$ cat config.mk
export PLATFORM = sky130hd
export DESIGN_NAME = fpr_stack
export DESIGN_NICKNAME = d
export VERILOG_FILES = /design/src/rtl/fpr_stack_pkg.sv /design/src/rtl/fpr_regfile.sv /design/src/rtl/fpr_ctrl.sv /design/src/rtl/fpr_status.sv /design/src/rtl/fpr_stack.sv
export SDC_FILE = /design/constraint.sdc
export NUM_CORES = 1
export LEC_CHECK = 0
export BUFFER_PORTS_ARGS = -buffer_cell sky130_fd_sc_hd__clkbuf_2
export CAP_MARGIN = 20
export CORE_ASPECT_RATIO = 1.4
export CORE_MARGIN = 2
export CORE_UTILIZATION = 28
export DETAILED_ROUTE_END_ITERATION = 12
export SLEW_MARGIN = 10
export SYNTH_ARGS = -nofsm -noshare
export SYNTH_HDL_FRONTEND = slang
export SYNTH_HIERARCHICAL = 1
export SYNTH_SLANG_ARGS = --single-unit
$ cat constraint.sdc
create_clock -name clk -period 10.7 [get_ports clk]
set_input_delay 0.535 -clock clk [delete_from_list [all_inputs] [get_ports clk]]
set_output_delay 0.535 -clock clk [all_outputs]
set_load 0.05 [all_outputs]
$ cat src/rtl/fpr_stack_pkg.sv
package fpr_stack_pkg;

   typedef enum logic [3:0] {
      OP_NOP    = 4'd0,
      OP_PUSH   = 4'd1,
      OP_POP    = 4'd2,
      OP_READ   = 4'd3,
      OP_MODIFY = 4'd4,
      OP_WRITE  = 4'd5,
      OP_EXAM   = 4'd6,
      OP_STORE  = 4'd7,
      OP_LDTOP  = 4'd8,
      OP_SETCC  = 4'd9
   } stk_op_e;

   typedef enum logic [1:0] {
      FLT_NONE  = 2'd0,
      FLT_EMPTY = 2'd1,
      FLT_FULL  = 2'd2
   } stk_fault_e;

endpackage

$ cat src/rtl/fpr_regfile.sv
module fpr_regfile #(
   parameter int DATA_W = 64,
   parameter int DEPTH  = 8,
   localparam int PTR_W = $clog2(DEPTH)
) (
   input  logic              clk,
   input  logic              rst,
   input  logic              wr_en,
   input  logic [PTR_W-1:0]  wr_addr,
   input  logic [DATA_W-1:0] wr_data,
   input  logic              tag_set,
   input  logic              tag_clr,
   input  logic [PTR_W-1:0]  tag_addr,
   input  logic [PTR_W-1:0]  rd_addr,
   output logic [DATA_W-1:0] rd_data,
   output logic [DEPTH-1:0]  tags
);

   logic [DATA_W-1:0] ent_q [DEPTH];

   for (genvar k = 0; k < DEPTH; k++) begin : g_entry
      always_ff @(posedge clk) begin
         if (rst) begin
            ent_q[k] <= '0;
            tags[k]  <= 1'b0;
         end else begin
            if (wr_en && wr_addr == PTR_W'(k))
               ent_q[k] <= wr_data;
            if (tag_set && tag_addr == PTR_W'(k))
               tags[k] <= 1'b1;
            else if (tag_clr && tag_addr == PTR_W'(k))
               tags[k] <= 1'b0;
         end
      end
   end

   assign rd_data = ent_q[rd_addr];

   // a single operation never sets and clears a tag together
   assert_single_tag_update_R2: assert property (@(posedge clk) disable iff (rst)
      !(tag_set && tag_clr));

   // a committed set leaves the addressed tag full
   assert_tag_set_lands_R6: assert property (@(posedge clk) disable iff (rst)
      tag_set |=> tags[$past(tag_addr)]);

endmodule

$ cat src/rtl/fpr_ctrl.sv
module fpr_ctrl
   import fpr_stack_pkg::*;
#(
   parameter int DATA_W = 64,
   parameter int DEPTH  = 8,
   parameter int CC_W   = 4,
   localparam int PTR_W = $clog2(DEPTH)
) (
   input  logic              clk,
   input  logic              rst,
   input  logic              op_valid,
   input  logic [3:0]        op_code,
   input  logic [PTR_W-1:0]  op_idx,
   input  logic [DATA_W-1:0] op_data,
   input  logic [DEPTH-1:0]  tags,
   input  logic [DATA_W-1:0] rf_rd_data,
   output logic [PTR_W-1:0]  rf_rd_addr,
   output logic              rf_wr_en,
   output logic [PTR_W-1:0]  rf_wr_addr,
   output logic [DATA_W-1:0] rf_wr_data,
   output logic              rf_tag_set,
   output logic              rf_tag_clr,
   output logic [PTR_W-1:0]  rf_tag_addr,
   output logic              rd_hit,
   output logic              rd_tag,
   output stk_fault_e        fault,
   output logic              cc_we,
   output logic [CC_W-1:0]   cc_d,
   output logic [PTR_W-1:0]  top_q
);

   stk_op_e          op;
   logic [PTR_W-1:0] slot, push_slot, top_d;

   assign op        = stk_op_e'(op_code);
   assign slot      = top_q + op_idx;
   assign push_slot = top_q - PTR_W'(1);
   assign cc_d      = op_data[CC_W-1:0];
   assign rf_rd_addr = (op == OP_POP || op == OP_STORE) ? top_q : slot;
   assign rd_tag     = tags[rf_rd_addr];

   always_comb begin
      rf_wr_en    = 1'b0;
      rf_wr_addr  = slot;
      rf_wr_data  = op_data;
      rf_tag_set  = 1'b0;
      rf_tag_clr  = 1'b0;
      rf_tag_addr = slot;
      rd_hit      = 1'b0;
      fault       = FLT_NONE;
      cc_we       = 1'b0;
      top_d       = top_q;
      if (op_valid) begin
         unique case (op)
            OP_PUSH: begin
               if (tags[push_slot]) fault = FLT_FULL;
               else begin
                  rf_wr_en    = 1'b1;
                  rf_wr_addr  = push_slot;
                  rf_tag_set  = 1'b1;
                  rf_tag_addr = push_slot;
                  top_d       = push_slot;
               end
            end
            OP_POP: begin
               if (!tags[top_q]) fault = FLT_EMPTY;
               else begin
                  rd_hit      = 1'b1;
                  rf_tag_clr  = 1'b1;
                  rf_tag_addr = top_q;
                  top_d       = top_q + PTR_W'(1);
               end
            end
            OP_READ: begin
               if (!tags[slot]) fault = FLT_EMPTY;
               else rd_hit = 1'b1;
            end
            OP_MODIFY: begin
               if (!tags[slot]) fault = FLT_EMPTY;
               else begin
                  rd_hit   = 1'b1;
                  rf_wr_en = 1'b1;
               end
            end
            OP_WRITE: begin
               if (tags[slot]) fault = FLT_FULL;
               else begin
                  rf_wr_en   = 1'b1;
                  rf_tag_set = 1'b1;
               end
            end
            OP_EXAM:  rd_hit = 1'b1;
            OP_STORE: begin
               if (!tags[top_q]) fault = FLT_EMPTY;
               else begin
                  rf_wr_en   = 1'b1;
                  rf_wr_data = rf_rd_data;
                  rf_tag_set = 1'b1;
               end
            end
            OP_LDTOP: top_d = op_data[PTR_W-1:0];
            OP_SETCC: cc_we = 1'b1;
            default: ;
         endcase
      end
   end

   always_ff @(posedge clk) begin
      if (rst) top_q <= '0;
      else     top_q <= top_d;
   end

   // a fault leaves the pointer where it was
   assert_fault_keeps_top_R11: assert property (@(posedge clk) disable iff (rst)
      (fault != FLT_NONE) |=> $stable(top_q));

   // a fault commits no register write
   assert_fault_no_write_R11: assert property (@(posedge clk) disable iff (rst)
      (fault != FLT_NONE) |-> !(rf_wr_en || rf_tag_set || rf_tag_clr));

   // a successful push steps the pointer down by one
   assert_push_moves_top_R2: assert property (@(posedge clk) disable iff (rst)
      (op_valid && op == OP_PUSH && fault == FLT_NONE)
      |=> (top_q == $past(top_q) - PTR_W'(1)));

   // a successful pop steps the pointer up by one
   assert_pop_moves_top_R3: assert property (@(posedge clk) disable iff (rst)
      (op_valid && op == OP_POP && fault == FLT_NONE)
      |=> (top_q == $past(top_q) + PTR_W'(1)));

   // examine never faults
   assert_exam_no_fault_R7: assert property (@(posedge clk) disable iff (rst)
      (op_valid && op == OP_EXAM) |-> (fault == FLT_NONE));

endmodule

$ cat src/rtl/fpr_status.sv
module fpr_status #(
   parameter int CC_W   = 4,
   parameter int SW_W   = 16,
   parameter int C3_POS = 14,
   parameter int C0_POS = 8
) (
   input  logic            clk,
   input  logic            rst,
   input  logic            cc_we,
   input  logic [CC_W-1:0] cc_d,
   output logic [SW_W-1:0] status_word
);

   logic [CC_W-1:0] cc_q;

   always_ff @(posedge clk) begin
      if (rst)        cc_q <= '0;
      else if (cc_we) cc_q <= cc_d;
   end

   // low condition bits sit contiguously from C0_POS, top bit at C3_POS
   for (genvar b = 0; b < SW_W; b++) begin : g_sw
      if (b >= C0_POS && b < C0_POS + CC_W - 1) begin : g_low
         assign status_word[b] = cc_q[b - C0_POS];
      end else if (b == C3_POS) begin : g_high
         assign status_word[b] = cc_q[CC_W-1];
      end else begin : g_zero
         assign status_word[b] = 1'b0;
      end
   end

   // loaded condition bits appear in the status word one cycle later
   assert_cc_load_R10: assert property (@(posedge clk) disable iff (rst)
      cc_we |=> (status_word[C3_POS] == $past(cc_d[CC_W-1]) &&
                 status_word[C0_POS] == $past(cc_d[0])));

   // without a load the status word holds
   assert_cc_hold_R10: assert property (@(posedge clk) disable iff (rst)
      !cc_we |=> $stable(status_word));

endmodule

$ cat src/rtl/fpr_stack.sv
module fpr_stack
   import fpr_stack_pkg::*;
#(
   parameter int DATA_W = 64,
   parameter int DEPTH  = 8,
   parameter int CC_W   = 4,
   parameter int SW_W   = 16,
   localparam int PTR_W = $clog2(DEPTH)
) (
   input  logic              clk,
   input  logic              rst,
   input  logic              op_valid,
   input  logic [3:0]        op_code,
   input  logic [PTR_W-1:0]  op_idx,
   input  logic [DATA_W-1:0] op_data,
   output logic              rd_valid,
   output logic [DATA_W-1:0] rd_data,
   output logic              rd_full,
   output logic              fault_strobe,
   output logic [1:0]        fault_kind,
   output logic [PTR_W-1:0]  top_ptr,
   output logic [DEPTH-1:0]  tag_vec,
   output logic [SW_W-1:0]   status_word
);

   if ((DEPTH & (DEPTH - 1)) != 0 || DEPTH < 2) begin : g_bad_depth
      $error("DEPTH must be a power of two of at least 2");
   end
   if (DATA_W < CC_W || DATA_W < PTR_W) begin : g_bad_width
      $error("DATA_W too narrow for pointer or condition operands");
   end
   if (CC_W != 4 || SW_W < 15) begin : g_bad_sw
      $error("status layout needs four condition bits and a 15-bit word");
   end

   logic              rf_wr_en, rf_tag_set, rf_tag_clr, rd_hit, rd_tag, cc_we;
   logic [PTR_W-1:0]  rf_wr_addr, rf_tag_addr, rf_rd_addr;
   logic [DATA_W-1:0] rf_wr_data, rf_rd_data;
   logic [CC_W-1:0]   cc_d;
   stk_fault_e        fault;

   fpr_regfile #(.DATA_W(DATA_W), .DEPTH(DEPTH)) u_rf (
      .clk(clk), .rst(rst),
      .wr_en(rf_wr_en), .wr_addr(rf_wr_addr), .wr_data(rf_wr_data),
      .tag_set(rf_tag_set), .tag_clr(rf_tag_clr), .tag_addr(rf_tag_addr),
      .rd_addr(rf_rd_addr), .rd_data(rf_rd_data), .tags(tag_vec)
   );

   fpr_ctrl #(.DATA_W(DATA_W), .DEPTH(DEPTH), .CC_W(CC_W)) u_ctrl (
      .clk(clk), .rst(rst),
      .op_valid(op_valid), .op_code(op_code), .op_idx(op_idx), .op_data(op_data),
      .tags(tag_vec), .rf_rd_data(rf_rd_data), .rf_rd_addr(rf_rd_addr),
      .rf_wr_en(rf_wr_en), .rf_wr_addr(rf_wr_addr), .rf_wr_data(rf_wr_data),
      .rf_tag_set(rf_tag_set), .rf_tag_clr(rf_tag_clr), .rf_tag_addr(rf_tag_addr),
      .rd_hit(rd_hit), .rd_tag(rd_tag), .fault(fault),
      .cc_we(cc_we), .cc_d(cc_d), .top_q(top_ptr)
   );

   fpr_status #(.CC_W(CC_W), .SW_W(SW_W), .C3_POS(14), .C0_POS(8)) u_sts (
      .clk(clk), .rst(rst), .cc_we(cc_we), .cc_d(cc_d), .status_word(status_word)
   );

   always_ff @(posedge clk) begin
      if (rst) begin
         rd_valid     <= 1'b0;
         rd_data      <= '0;
         rd_full      <= 1'b0;
         fault_strobe <= 1'b0;
         fault_kind   <= FLT_NONE;
      end else begin
         rd_valid     <= rd_hit;
         fault_strobe <= (fault != FLT_NONE);
         fault_kind   <= fault;
         if (rd_hit) begin
            rd_data <= rf_rd_data;
            rd_full <= rd_tag;
         end
      end
   end

   // a read result and a fault are never reported together
   assert_rd_or_fault_R5: assert property (@(posedge clk) disable iff (rst)
      !(rd_valid && fault_strobe));

   // the strobe and its kind agree
   assert_strobe_kind_R11: assert property (@(posedge clk) disable iff (rst)
      fault_strobe == (fault_kind != 2'd0));

   // with no operation the strobe drops the next cycle
   assert_strobe_one_cycle_R11: assert property (@(posedge clk) disable iff (rst)
      !op_valid |=> !fault_strobe);

endmodule

; ---- Word-level counts from Yosys, hierarchy flattened
; Memories as Yosys holds them, arrays and structs flattened.
; Cells that the tools add are included.
[word_totals]
wordCells = 187
out_inout_bits = 96
in_bits = 74
regBits = 84
ram_bits = 512
mem_bits_ro = 0
latch_bits = 0
mem_count = 1
[classes]
eq_ne = 25
n_addsub = 3
mux = 91
n_mul = 0
order_cmp = 4
div = 0
bitwise = 8
reduce_logical = 40
n_shift = 0
[mem_list]
columns = name, words, word_bits, rd, rd_ports_with_merged_regs, wr, line_no
row1 = u_rf.ent_q, 8, 64, 1, 0, 8, fpr_regfile.sv:19  ; logic [DATA_W-1:0] ent_q [DEPTH];
[ops]
columns = op, count
row1 = $mux 64, 11
row2 = $mux 1, 59
row3 = $eq 3x3->1 const B, 8
row4 = $logic_and 1x1->1, 24
row5 = $mux 3, 8
row6 = $reduce_bool 2->1, 9
row7 = $eq 4x3->1 const B, 4
row8 = $lt 3x4->1 const B, 4
row9 = $bmux 1 s3, 4
row10 = $eq 3x2->1 const B, 4
row11 = $pmux 3 s3, 1
row12 = $eq 4x2->1 const B, 2
row13 = $eq 4x4->1 const B, 2
row14 = $or 1x1->1, 8
row15 = $pmux 2 s4, 1
row16 = $eq 3x1->1 const B, 2
row17 = $logic_not 3->1, 2
row18 = $mux 2, 3
row19 = $pmux 1 s3, 2
row20 = $pmux 3 s2, 1
row21 = $eq 4x1->1 const B, 1
row22 = $ne 2x2->1 const B, 2
row23 = $pmux 1 s4, 1
row24 = $reduce_and 4->1, 1
row25 = other kinds (6), 7

; ---- Logic depth before layout (Yosys ltp)
; Gate-level depths: netlist of run 1.
[logic_depth]
word_depth = 12
mapped_depth = 13
ltp_nobuf = 11

; ---- Hierarchy
; Netlist of run 1, hierarchy kept.
[by_module_without_submodules]
columns = mod, n_inst, seq_area_each_um2, cells_each, area_each_um2
row1 = fpr_regfile, 1, 15534.9, 1366, 23134.7
row2 = fpr_stack, 1, 1381.3, 220, 2462.4
row3 = fpr_ctrl, 1, 60.1, 220, 1928.1
row4 = fpr_status, 1, 80.1, 26, 234.0

; ---- Worst setup path before layout of run 1
; Ideal clock, no wire load.
[synth_timing]
kind = register to register
start = register u_ctrl.top_q[1]
end = memory u_rf.ent_q[0][0] (enable)
stages_incl_launch_ff = 11
setup_time_ps = 580
arrival_ps = 7782
setup_slack_ps = 2338
path_buffers = 1
period_less_slack_ps = 8362
t_required_ps = 10120
cell_sequence = dfxtp_1 > buf_2 > inv_1 > fa_1 > mux4_2 > mux2_2 > nor3_1 > a21oi_1 > a31oi_1 > or2b_1 > o31ai_1
[synth_rtl]
columns = element, line_no
row1 = start: declaration, fpr_ctrl.sv:29  ; output logic [PTR_W-1:0] top_q
row2 = start signal: assignment, fpr_ctrl.sv:110  ; else top_q <= top_d;
row3 = end: declaration, fpr_regfile.sv:19

==> results.json, run 1 <==
{
  "worst-path-max-fanout": 45,
  "vias_per_cell": 4.72,
  "grt_pass1_wl_mm": 111,
  "synthCells": 1832,
  "ant_nets": 0,
  "area_delta_synth_final_pct": 15.3,
  "initial_core_util_pct": 28.3,
  "switching_share_pct": 23.9,
  "layout_min_cycle_time_ns": 5.52,
  "ys_seq_area_share_pct": 61.4,
  "dr_wl_met2_mm": 39.1,
  "synth_edf_count": 512,
  "clock_sinks": 596,
  "grtUsageTotal_pct": 14.6,
  "netlist_area_um2": 27800,
  "dp_hpwl_mm": 42.2,
  "ys_ff_latch": 596,
  "fmax_mhz": 181,
  "row_count": 136,
  "maxUsedRoutingLayer": "met4",
  "hold_class": "in2reg",
  "antenna_found_initial": 5,
  "critical_path_arrival_ns": 5.75,
  "crit_path_end_kind": "flop",
  "nNetsFinal": 2037,
  "power_frac_clock_pct": 39.7,
  "clkLatencyLatePin_ns": 0.64,
  "cts_tree": "done",
  "port_buffers": 157,
  "gr-total-overflow": 0,
  "post_cts_resized": 0,
  "synth_area_leader_cell": "edfxtp_1",
  "die_h_um": 377,
  "rsz0062_at_grt": "false",
  "combinationalPowerShare_pct": 11.6,
  "fin_util_pct": 32.6,
  "wl_per_cell_um": 22.5,
  "cellPowerDensity_nw_per_um2": 168,
  "postCtsSetupBuffers": 0,
  "drt-initial-drc-count": 1098,
  "max_slew_margin_pct": 26.5,
  "cts.clk_slew.worst_paths_ns": 0.06,
  "cts_buffers": 59,
  "syn_area_per_cell_um2": 15.2,
  "synth_top_area_share_pct": 55.4,
  "cts_max_path_buffers": 3,
  "dieArea_um2": 102000,
  "core_area_um2": 98200,
  "outcome": "complete, no violations",
  "synth.area.top_cells": "edfxtp_1, mux4_2, and2_1",
  "clock_skew_ns": 0.0535,
  "required_ns": 10.93,
  "intPower_uw": 4100,
  "num_antenna_cells": 0,
  "synth_ff_type": "edfxtp_1",
  "setup-tns-final_ns": 0,
  "met3_length_mm": 3.75,
  "synth_cell_types": 62,
  "irDropWorstVdd_uv": 136,
  "synth_warnings": 6,
  "htree_levels": 2,
  "vias": 15663,
  "grt_pass1_vias": 16691,
  "root_buffer": "clkbuf_16",
  "drt-met1-wl_mm": 30.2,
  "pwr-share-seq_pct": 48.6,
  "async_reset_ff_share_pct": 0,
  "ctsHoldBuffers": 0,
  "worst_slew_pin_slew_ns": 1.10,
  "p_sw_uw": 1290,
  "maxCapViolations": 0,
  "critPathKind": "reg2reg",
  "drc": 0,
  "grt_max_degree": 70,
  "final.period_utilization_pct": 51.6,
  "first_pass_iters": 5,
  "whs_ns": 0.195,
  "routed_wl_mm": 74.7,
  "layout-drive-gt1-share_pct": 30.5,
  "final-hold-violation-count": 0,
  "drv_slew": 0,
  "finalSetupViolations": 0,
  "place.gp.congestion": 0.790,
  "pin_count": 170,
  "start_kind": "flop",
  "total_leakage_power_uw": 0.0116,
  "synth_commonest_cells": "edfxtp_1, and2_1, mux4_2",
  "yosysMostFrequentCell": "edfxtp_1",
  "die_w_um": 270,
  "fill_cells": 9564
}
[sequential cells by signal, indices dropped and copies added (netlist names)]
name	count
fault_kind	2
fault_strobe	1
rd_data	64
rd_full	1
rd_valid	1
u_ctrl/top_q	3
u_rf/ent_q	512
u_rf/tags	8
u_sts/cc_q	4
[layout make-up]
| type | instances | area (um^2) | area share, % |
|---|---|---|---|
| multi-input combinational | 1102 | 10100 | 31.6 |
| timing repair buffer | 190 | 1160 | 3.63 |
| sequential | 596 | 17100 | 53.3 |
| inverter | 10 | 37.5 | 0.117 |
| clock buffer | 90 | 1750 | 5.45 |
| tap | 1311 | 1640 | 5.12 |
| clock inverter | 22 | 268 | 0.836 |
[worst max-delay path, stage by stage, from the launching register on]
cell and delay, ns:
dfxtp_1 0.68, ha_1 0.29, inv_1 0.07, fa_1 0.67
mux4_2 0.38, mux2_2 0.32, nor3_1 0.23, a21oi_1 0.07
a31oi_1 0.42, nand2_1 0.34, o21ai_4 0.82, buf_4 0.82
[power groups by stage]
stage | sequential, uW | combinational [uW] | clock, uW
global placement | 2670 | 619 | 0
floorplan | 2690 | 421 | 0
global route | 2630 | 671 | 2280
detailed placement | 2670 | 636 | 0
CTS | 2620 | 638 | 2200
finish | 2620 | 625 | 2140
[layout by cell type, fill, tap and decap left out, types with 6 or more instances in the layout]
cell type / Yosys / layout
a21oi_1: 19 / 17
and2_1: 467 / 467
and2_2: 46 / 46
buf_4: 21 / 27
clkbuf_1: 58 / 18
clkbuf_16: 0 / 61
clkbuf_2: 18 / 156
clkbuf_8: 0 / 11
clkinv_2: 0 / 7
conb_1: 1 / 12
dfxtp_1: 84 / 84
edfxtp_1: 512 / 512
inv_1: 10 / 10
mux2_1: 9 / 9
mux2_2: 126 / 125
mux2i_1: 72 / 72
mux4_2: 135 / 135
nand2_1: 20 / 20
nand2b_1: 6 / 6
nand3_1: 12 / 12
nor2_1: 81 / 81
nor2_4: 3 / 6
nor3_1: 6 / 6
o21ai_0: 22 / 16
o21ai_4: 0 / 6
[through the flow]
step                std cells  worst slack [ns]  total power (uW)  cell area, um^2
finish                   3321              5.18              5390            32000
floorplan                1843              2.34              3120            27800
global route             3321              4.83              5580            32000
CTS                      3321              5.18              5460            32000
global placement         3202              5.21              3290            29800
detailed placement       3209              5.18              3310            30000
[layer usage]
metal | vias up | track usage [%]
li1 | 6977 | -
met4 | 0 | 3.95
met2 | 449 | 27.1
met3 | 79 | 2.05
met5 | - | 0
met1 | 8158 | 17.6
[cell families (layout without fill, tap and decap cells)]
group                      after synthesis  after routing  share of synthesized area, %
AOI/OAI and AO/OA                       65             65                          1.42
xor gates and xnor gates                 7              7                         0.275
adders and majority gates                4              4                         0.207
buffers and inverters                  145            312                          2.89
DFF                                    596            596                          61.4
muxes                                  343            343                          19.1
other                                    1             12                        0.0135
and+or+nand+nor                        671            671                          14.6
[worst paths after layout]
check,slack [ns],end,startpoint,depth (start not counted)
min reg2reg,0.50,rd_data[10],rd_data[10],2
min,0.20,u_sts/cc_q[3],op_data[3],3
max reg2reg,5.18,u_rf/ent_q[6][58],u_ctrl/top_q[0],11
max,5.18,u_rf/ent_q[6][58],u_ctrl/top_q[0],11
Power figures use the tool's default switching activity.
==> inputs of run 2 (changes only) <==
--- a/config.mk
+++ b/config.mk
@@ -5,6 +5,7 @@
 export SDC_FILE = /design/constraint.sdc
 export NUM_CORES = 1
 export LEC_CHECK = 0
+export ABC_AREA = 1
 export BUFFER_PORTS_ARGS = -buffer_cell sky130_fd_sc_hd__clkbuf_2
 export CAP_MARGIN = 20
 export CORE_ASPECT_RATIO = 1.4
==> constraint.sdc (replaced) <==
create_clock -name clk -period 5 [get_ports clk]
set_input_delay 0.25 -clock clk [delete_from_list [all_inputs] [get_ports clk]]
set_output_delay 0.25 -clock clk [all_outputs]
set_load 0.05 [all_outputs]
==> run 2 against run 1 <==
  * Worst setup slack got worse by 4.3 ns
  * Register-to-register slack got worse by 4.3 ns
  * Sequential share of layout area decreased by 4.7 points
  * Wire length increased by 11%
  * Die area increased by 12%
  * Clock power increased by 130%
  * Critical endpoint is now u_rf/ent_q[1][50]
  * Final cell count increased by 63%
  * Worst hold slack got worse by 0.16 ns
  * Total power increased by 130%
  * Sequential cell count unchanged
  * Largest cell class unchanged
  * Via count increased by 49%
==> results.json, run 2 <==
{
  "reg_top3": "u_rf/ent_q (512), rd_data (64), u_rf/tags (8)",
  "area_delta_synth_final_pct": 12.6,
  "vias_per_cell": 4.33,
  "maxCapViolations": 0,
  "synth_cell_types": 38,
  "core_area_um2": 110000,
  "nNetsFinal": 3970,
  "irDropWorstVdd_uv": 245,
  "drc": 0,
  "largest_register": "u_rf/ent_q",
  "grt_pass1_wl_mm": 129,
  "async_reset_ff_share_pct": 0,
  "final.period_utilization_pct": 83.2,
  "start_kind": "flop",
  "drt-met1-wl_mm": 32.6,
  "r2r_end": "u_rf/ent_q[1][50]",
  "wl_per_cell_um": 15.4,
  "cts.clk_slew.worst_paths_ns": 0.07,
  "gr-total-overflow": 0,
  "synthCells": 3825,
  "crit_path_end_kind": "flop",
  "worst_slew_pin_slew_ns": 1.03,
  "critical_path_arrival_ns": 4.48,
  "max_slew_margin_pct": 31.5,
  "yosysMostFrequentCell": "nand2_1",
  "final-hold-violation-count": 0,
  "die_w_um": 286,
  "grtUsageTotal_pct": 14.4,
  "met3_length_mm": 3.12,
  "antenna_found_initial": 1,
  "synth_area_leader_cell": "edfxtp_1",
  "postCtsSetupBuffers": 0,
  "grt_pass1_vias": 22901,
  "cts_buffers": 60,
  "final_cell_mix": "nand2_1, inv_1, nor2_1",
  "setup-tns-final_ns": 0,
  "outcome": "complete, no violations",
  "power_uw": 12600,
  "routed_wl_mm": 83.1,
  "hold_end": "u_sts/cc_q[2]",
  "clkLatencyLatePin_ns": 0.65,
  "clock_skew_ns": 0.0201,
  "critPathKind": "reg2reg",
  "dieArea_um2": 114000,
  "first_pass_iters": 6,
  "finalSetupViolations": 0,
  "cts_tree": "done",
  "layout_min_cycle_time_ns": 4.16,
  "min_path_cells": 5,
  "ant_nets": 0,
  "synth_edf_count": 512,
  "grt_max_degree": 131,
  "dr_wl_met2_mm": 44.1,
  "total_leakage_power_uw": 0.0166,
  "layout-drive-gt1-share_pct": 12.0,
  "hold_class": "in2reg",
  "root_buffer": "clkbuf_16",
  "place.gp.congestion": 0.876,
  "reg2reg_slack_ns": 0.84,
  "synth_top_area_share_pct": 49.3,
  "synth_commonest_cells": "nand2_1, inv_1, nor2_1",
  "htree_levels": 2,
  "row_count": 144,
  "ys_seq_area_share_pct": 54.7,
  "ys_ff_latch": 596,
  "required_ns": 5.32,
  "cellPowerDensity_nw_per_um2": 358,
  "crit_path_start": "u_ctrl/top_q[0]",
  "reg2reg_depth": 18,
  "synth.area.top_cells": "edfxtp_1, nand2_1, inv_1",
  "vias": 23414,
  "drt-initial-drc-count": 1590,
  "clock_sinks": 596,
  "dp_hpwl_mm": 51.6,
  "layout_commonest_cell": "nand2_1",
  "synth_ff_type": "edfxtp_1",
  "syn_area_per_cell_um2": 8.15,
  "port_buffers": 157,
  "reg2reg_from": "u_ctrl/top_q[0]",
  "die_h_um": 399,
  "pin_count": 170,
  "cts_max_path_buffers": 3,
  "worst-path-max-fanout": 34,
  "initial_core_util_pct": 28.3,
  "drv_slew": 0,
  "fmax_mhz": 240,
  "synth_warnings": 6,
  "whs_ns": 0.0321,
  "largest_reg_flops": 512,
  "maxUsedRoutingLayer": "met4",
  "rsz0062_at_grt": "false",
  "netlist_area_um2": 31200,
  "min_from": "op_code[2]"
}
run 2: changes by cell type in the layout (fill, tap and decap cells not counted), moves of 135 or more:
| cell | delta |
|---|---|
| inv_1 | +733 |
| and2_1 | -467 |
| nand2_1 | +1090 |
| nor2_1 | +547 |
| mux4_2 | -135 |
| nand3_1 | +288 |
run 2: what timing repair did:
action / 4_1_cts / 5_1_grt
endpoints found under the hold margin: 4 / 0
gates resized for setup: 0 / 0
hold buffers: 4 / 0
setup endpoints to repair: 0 / 0
run 2: stage by stage:
step	cell area [um^2]	std cells	util, %	setup WS (ns)
after global routing	35100	5403	31.8	0.579
after global placement	32900	5285	29.8	0.778
after detailed placement	32900	5285	29.8	0.853
after CTS	35100	5401	31.8	0.848
after floorplan	31200	3836	-	0.340
final	35100	5403	31.8	0.839
run 2: cells by family after synthesis:
logic type	synth area share, %
AND/OR/NAND/NOR	28.4
other	0.0120
XOR/XNOR	0.165
AO/OA/AOI/OAI	2.30
buffers and inverters	14.2
adder cells (fa/ha/maj)	0.185
flip-flops	54.7
run 2: worst max-delay path by stage:
| stage | cells past startpoint | slack (ns) | to |
|---|---|---|---|
| floorplan | 14 | 0.34 | u_rf/ent_q[7][0] |
| global placement | 18 | 0.78 | u_rf/ent_q[0][5] |
| detailed placement | 18 | 0.85 | u_rf/ent_q[0][63] |
| CTS | 18 | 0.85 | u_rf/ent_q[0][54] |
| global route | 18 | 0.58 | u_rf/ent_q[0][56] |
| finish | 18 | 0.84 | u_rf/ent_q[1][50] |
run 2: final cells by class:
| type | count | area [um^2] |
|---|---|---|
| Clock buffer | 69 | 1580 |
| Antenna cell | 1 | 2.50 |
| Tap cell | 1460 | 1830 |
| Sequential cell | 596 | 17100 |
| Inverter | 760 | 2870 |
| Clock inverter | 43 | 547 |
| Fill cell | 11565 | 75200 |
| Timing Repair Buffer | 206 | 1390 |
| Multi-Input combinational cell | 2268 | 9820 |
run 2: worst max-delay path: stages, from the launching register on:
cell and delay [ns]:
dfxtp_1 0.59, ha_1 0.24, inv_1 0.05, fa_1 0.57, inv_1 0.15, a21oi_1 0.12, o21ai_0 0.10, nand2_1 0.10
nand2_1 0.09, nand2_1 0.13, nand2_1 0.06, nand2_1 0.06, nor2_1 0.05, nor2_1 0.30, inv_2 0.11, nor2_8 0.21
nand2_1 0.13, nand2_4 0.41, buf_12 0.31
run 2: where the power goes:
part           internal, uW  leakage (uW)  total [uW]  switching, uW
logic                   533       0.00958        2040           1510
registers              5580       0.00598        5640           59.6
clock network          2850       0.00103        4890           2040
run 2: layer usage:
layer	vias up	GRT usage [%]
met4	0	6.34
li1	11689	-
met1	11017	16.2
met5	-	0
met3	168	1.50
met2	540	27.4
==> inputs of run 3 (changes only) <==
==> constraint.sdc (replaced) <==
create_clock -name clk -period 3.5 [get_ports clk]
set_input_delay 0.175 -clock clk [delete_from_list [all_inputs] [get_ports clk]]
set_output_delay 0.175 -clock clk [all_outputs]
set_load 0.05 [all_outputs]
==> run 3 against run 2 <==
  * Worst setup slack worse by 0.50 ns
  * Combinational power is 50% higher
  * Sequential share of layout area is 0.74 points lower
  * Global-route usage is 0.18 points higher
  * Critical path depth is 1 higher
  * Clock-buffer cell count is 1 lower
  * Worst hold slack better by 0.058 ns
  * Utilization is 0.51 points higher
  * Register-to-register slack worse by 0.50 ns
  * Largest cell class unchanged
  * Largest power group unchanged
==> results.json, run 3 (synthesis gave the netlist of run 2 again) <==
{
  "vias": 23742,
  "cellPowerDensity_nw_per_um2": 488,
  "nNetsFinal": 4016,
  "drv_slew": 0,
  "cts.clk_slew.worst_paths_ns": 0.07,
  "combinationalPowerShare_pct": 17.6,
  "layout_min_cycle_time_ns": 3.16,
  "clock_sinks": 596,
  "wl_per_cell_um": 15.4,
  "irDropWorstVdd_uv": 375,
  "path_cells": "ha_4 -> inv_1 -> fa_1 -> inv_2 -> a21oi_1 -> o21ai_0 -> nand2_1 -> nand2_1 -> nand2_1 -> nand2_1 -> nand2_1 -> nor2_1 -> nor2_2 -> inv_2 -> nor2_8 -> buf_4 -> nand3_4 -> buf_4 -> nor2_1",
  "vias_per_cell": 4.36,
  "die_h_um": 399,
  "reg2reg_depth": 19,
  "numPlacedInstances": 5330,
  "maxCapViolations": 0,
  "path_buf_inv": 5,
  "cts_buffers": 57,
  "timing.final.ws_setup_ns": 0.339,
  "port_buffers": 157,
  "final_cell_area_um2": 35600,
  "p_sw_uw": 5070,
  "layout_commonest_cell": "nand2_1",
  "post_cts_resized": 0,
  "min_path_cells": 5,
  "antenna_found_initial": 1,
  "place.gp.congestion": 0.850,
  "num_antenna_cells": 0,
  "postCtsSetupBuffers": 0,
  "drt-initial-drc-count": 1188,
  "max_slew_margin_pct": 44.4,
  "cp_common_cell": "nand2_1",
  "final-hold-violation-count": 0,
  "reg_top3": "u_rf/ent_q (512), rd_data (64), u_rf/tags (8)",
  "crit_path_end_kind": "flop",
  "grt_max_degree": 91,
  "rsz0062_at_grt": "false",
  "worst-path-max-fanout": 24,
  "worst_slew_pin_slew_ns": 0.832,
  "dp_hpwl_mm": 54.6,
  "pin_count": 170,
  "pwr-share-seq_pct": 46.3,
  "required_ns": 3.98,
  "grt_pass1_wl_mm": 130,
  "critPathKind": "reg2reg",
  "cts_tree": "done",
  "ant_nets": 0,
  "cts_max_path_buffers": 3,
  "root_buffer": "clkbuf_16",
  "crit_family": "simple AND/OR/NAND/NOR gates",
  "first_pass_iters": 5,
  "grt_pass1_vias": 23531,
  "layout-drive-gt1-share_pct": 12.7,
  "whs_ns": 0.0901,
  "row_count": 144,
  "clkLatencyLatePin_ns": 0.64,
  "gr-total-overflow": 0,
  "initial_core_util_pct": 28.3,
  "path_depth": 19,
  "stdcell_count": 5447,
  "dieArea_um2": 114000,
  "power_frac_clock_pct": 36.1,
  "drc": 0,
  "largest_reg_flops": 512,
  "clock_skew_ns": 0.0147,
  "fmax_mhz": 316,
  "critical_path_arrival_ns": 3.64,
  "ctsHoldBuffers": 8,
  "hold_class": "in2reg",
  "max_stage_delay_ns": 0.53,
  "outcome": "complete, no violations",
  "start_kind": "flop",
  "place_worst_setup_slack_ns": 0.373,
  "final.period_utilization_pct": 90.3,
  "dpl_cell_area_um2": 33700,
  "htree_levels": 2,
  "slowest_stage": "fa_1",
  "total_leakage_power_uw": 0.0169,
  "grtUsageTotal_pct": 14.6,
  "fin_util_pct": 32.3,
  "final_cell_mix": "nand2_1, inv_1, nor2_1",
  "routed_wl_mm": 83.9,
  "switching_share_pct": 29.2,
  "die_w_um": 286,
  "largest_register": "u_rf/ent_q",
  "area_delta_synth_final_pct": 14.4,
  "finalSetupViolations": 0,
  "core_area_um2": 110000,
  "intPower_uw": 12300
}
[run 3: changes by cell type in the layout (fill, tap and decap cells not counted), sizes merged]
cell | previous run | this run
diode | 1 | 0
clkinv | 24 | 28
clkinvlp | 3 | 4
clkbuf | 227 | 226
dlygate4sd3 | 4 | 8
inv | 765 | 762
bufinv | 11 | 6
buf | 44 | 89
[run 3: worst paths after layout]
path	from	end	slack [ns]
setup / recovery	u_ctrl/top_q[0]	u_rf/ent_q[1][13]	0.34
hold / removal	op_data[8]	u_rf/ent_q[5][8]	0.09
setup reg to reg	u_ctrl/top_q[0]	u_rf/ent_q[1][13]	0.34
hold reg to reg	rd_data[21]	rd_data[21]	0.47
[run 3: metal layers]
layer	GRT usage, %	vias up	wire length [um]
met5	0	-	13
met4	6.54	2	3470
met3	1.65	202	3460
met2	27.7	591	44200
met1	16.3	11176	32800
li1	-	11771	-
[run 3: layout make-up]
cell class / instances / area, um^2
fill: 11523 / 74600
sequential: 596 / 17100
multi-input combinational: 2268 / 9840
inverter: 760 / 2870
timing repair buffer: 255 / 2190
tap: 1460 / 1830
clock buffer: 68 / 1490
clock inverter: 40 / 368
[run 3: metrics by stage]
stage          power [uW]  setup TNS (ns)
2_1_floorplan       10300           -3.66
3_3_place_gp        11300               0
3_5_place_dp        11300               0
4_1_cts             17600               0
5_1_grt             18200               0
6_report            17400               0
[run 3: power groups by stage]
stage                     Combinational, uW  Sequential, uW  Clock, uW
final                                  3070            8050       6270
after global routing                   3440            8070       6640
after CTS                              3110            8050       6420
after detailed placement               3090            8200          0
after global placement                 3070            8190          0
after floorplan                        1960            8330          0
[run 3: tightest hold or removal path, delay by kind of cell]
kind / cells / cell delay (ns)
buffers and inverters: 2 / 0.21
AND/OR/NAND/NOR: 2 / 0.17
AO/OA/AOI/OAI: 1 / 0.05
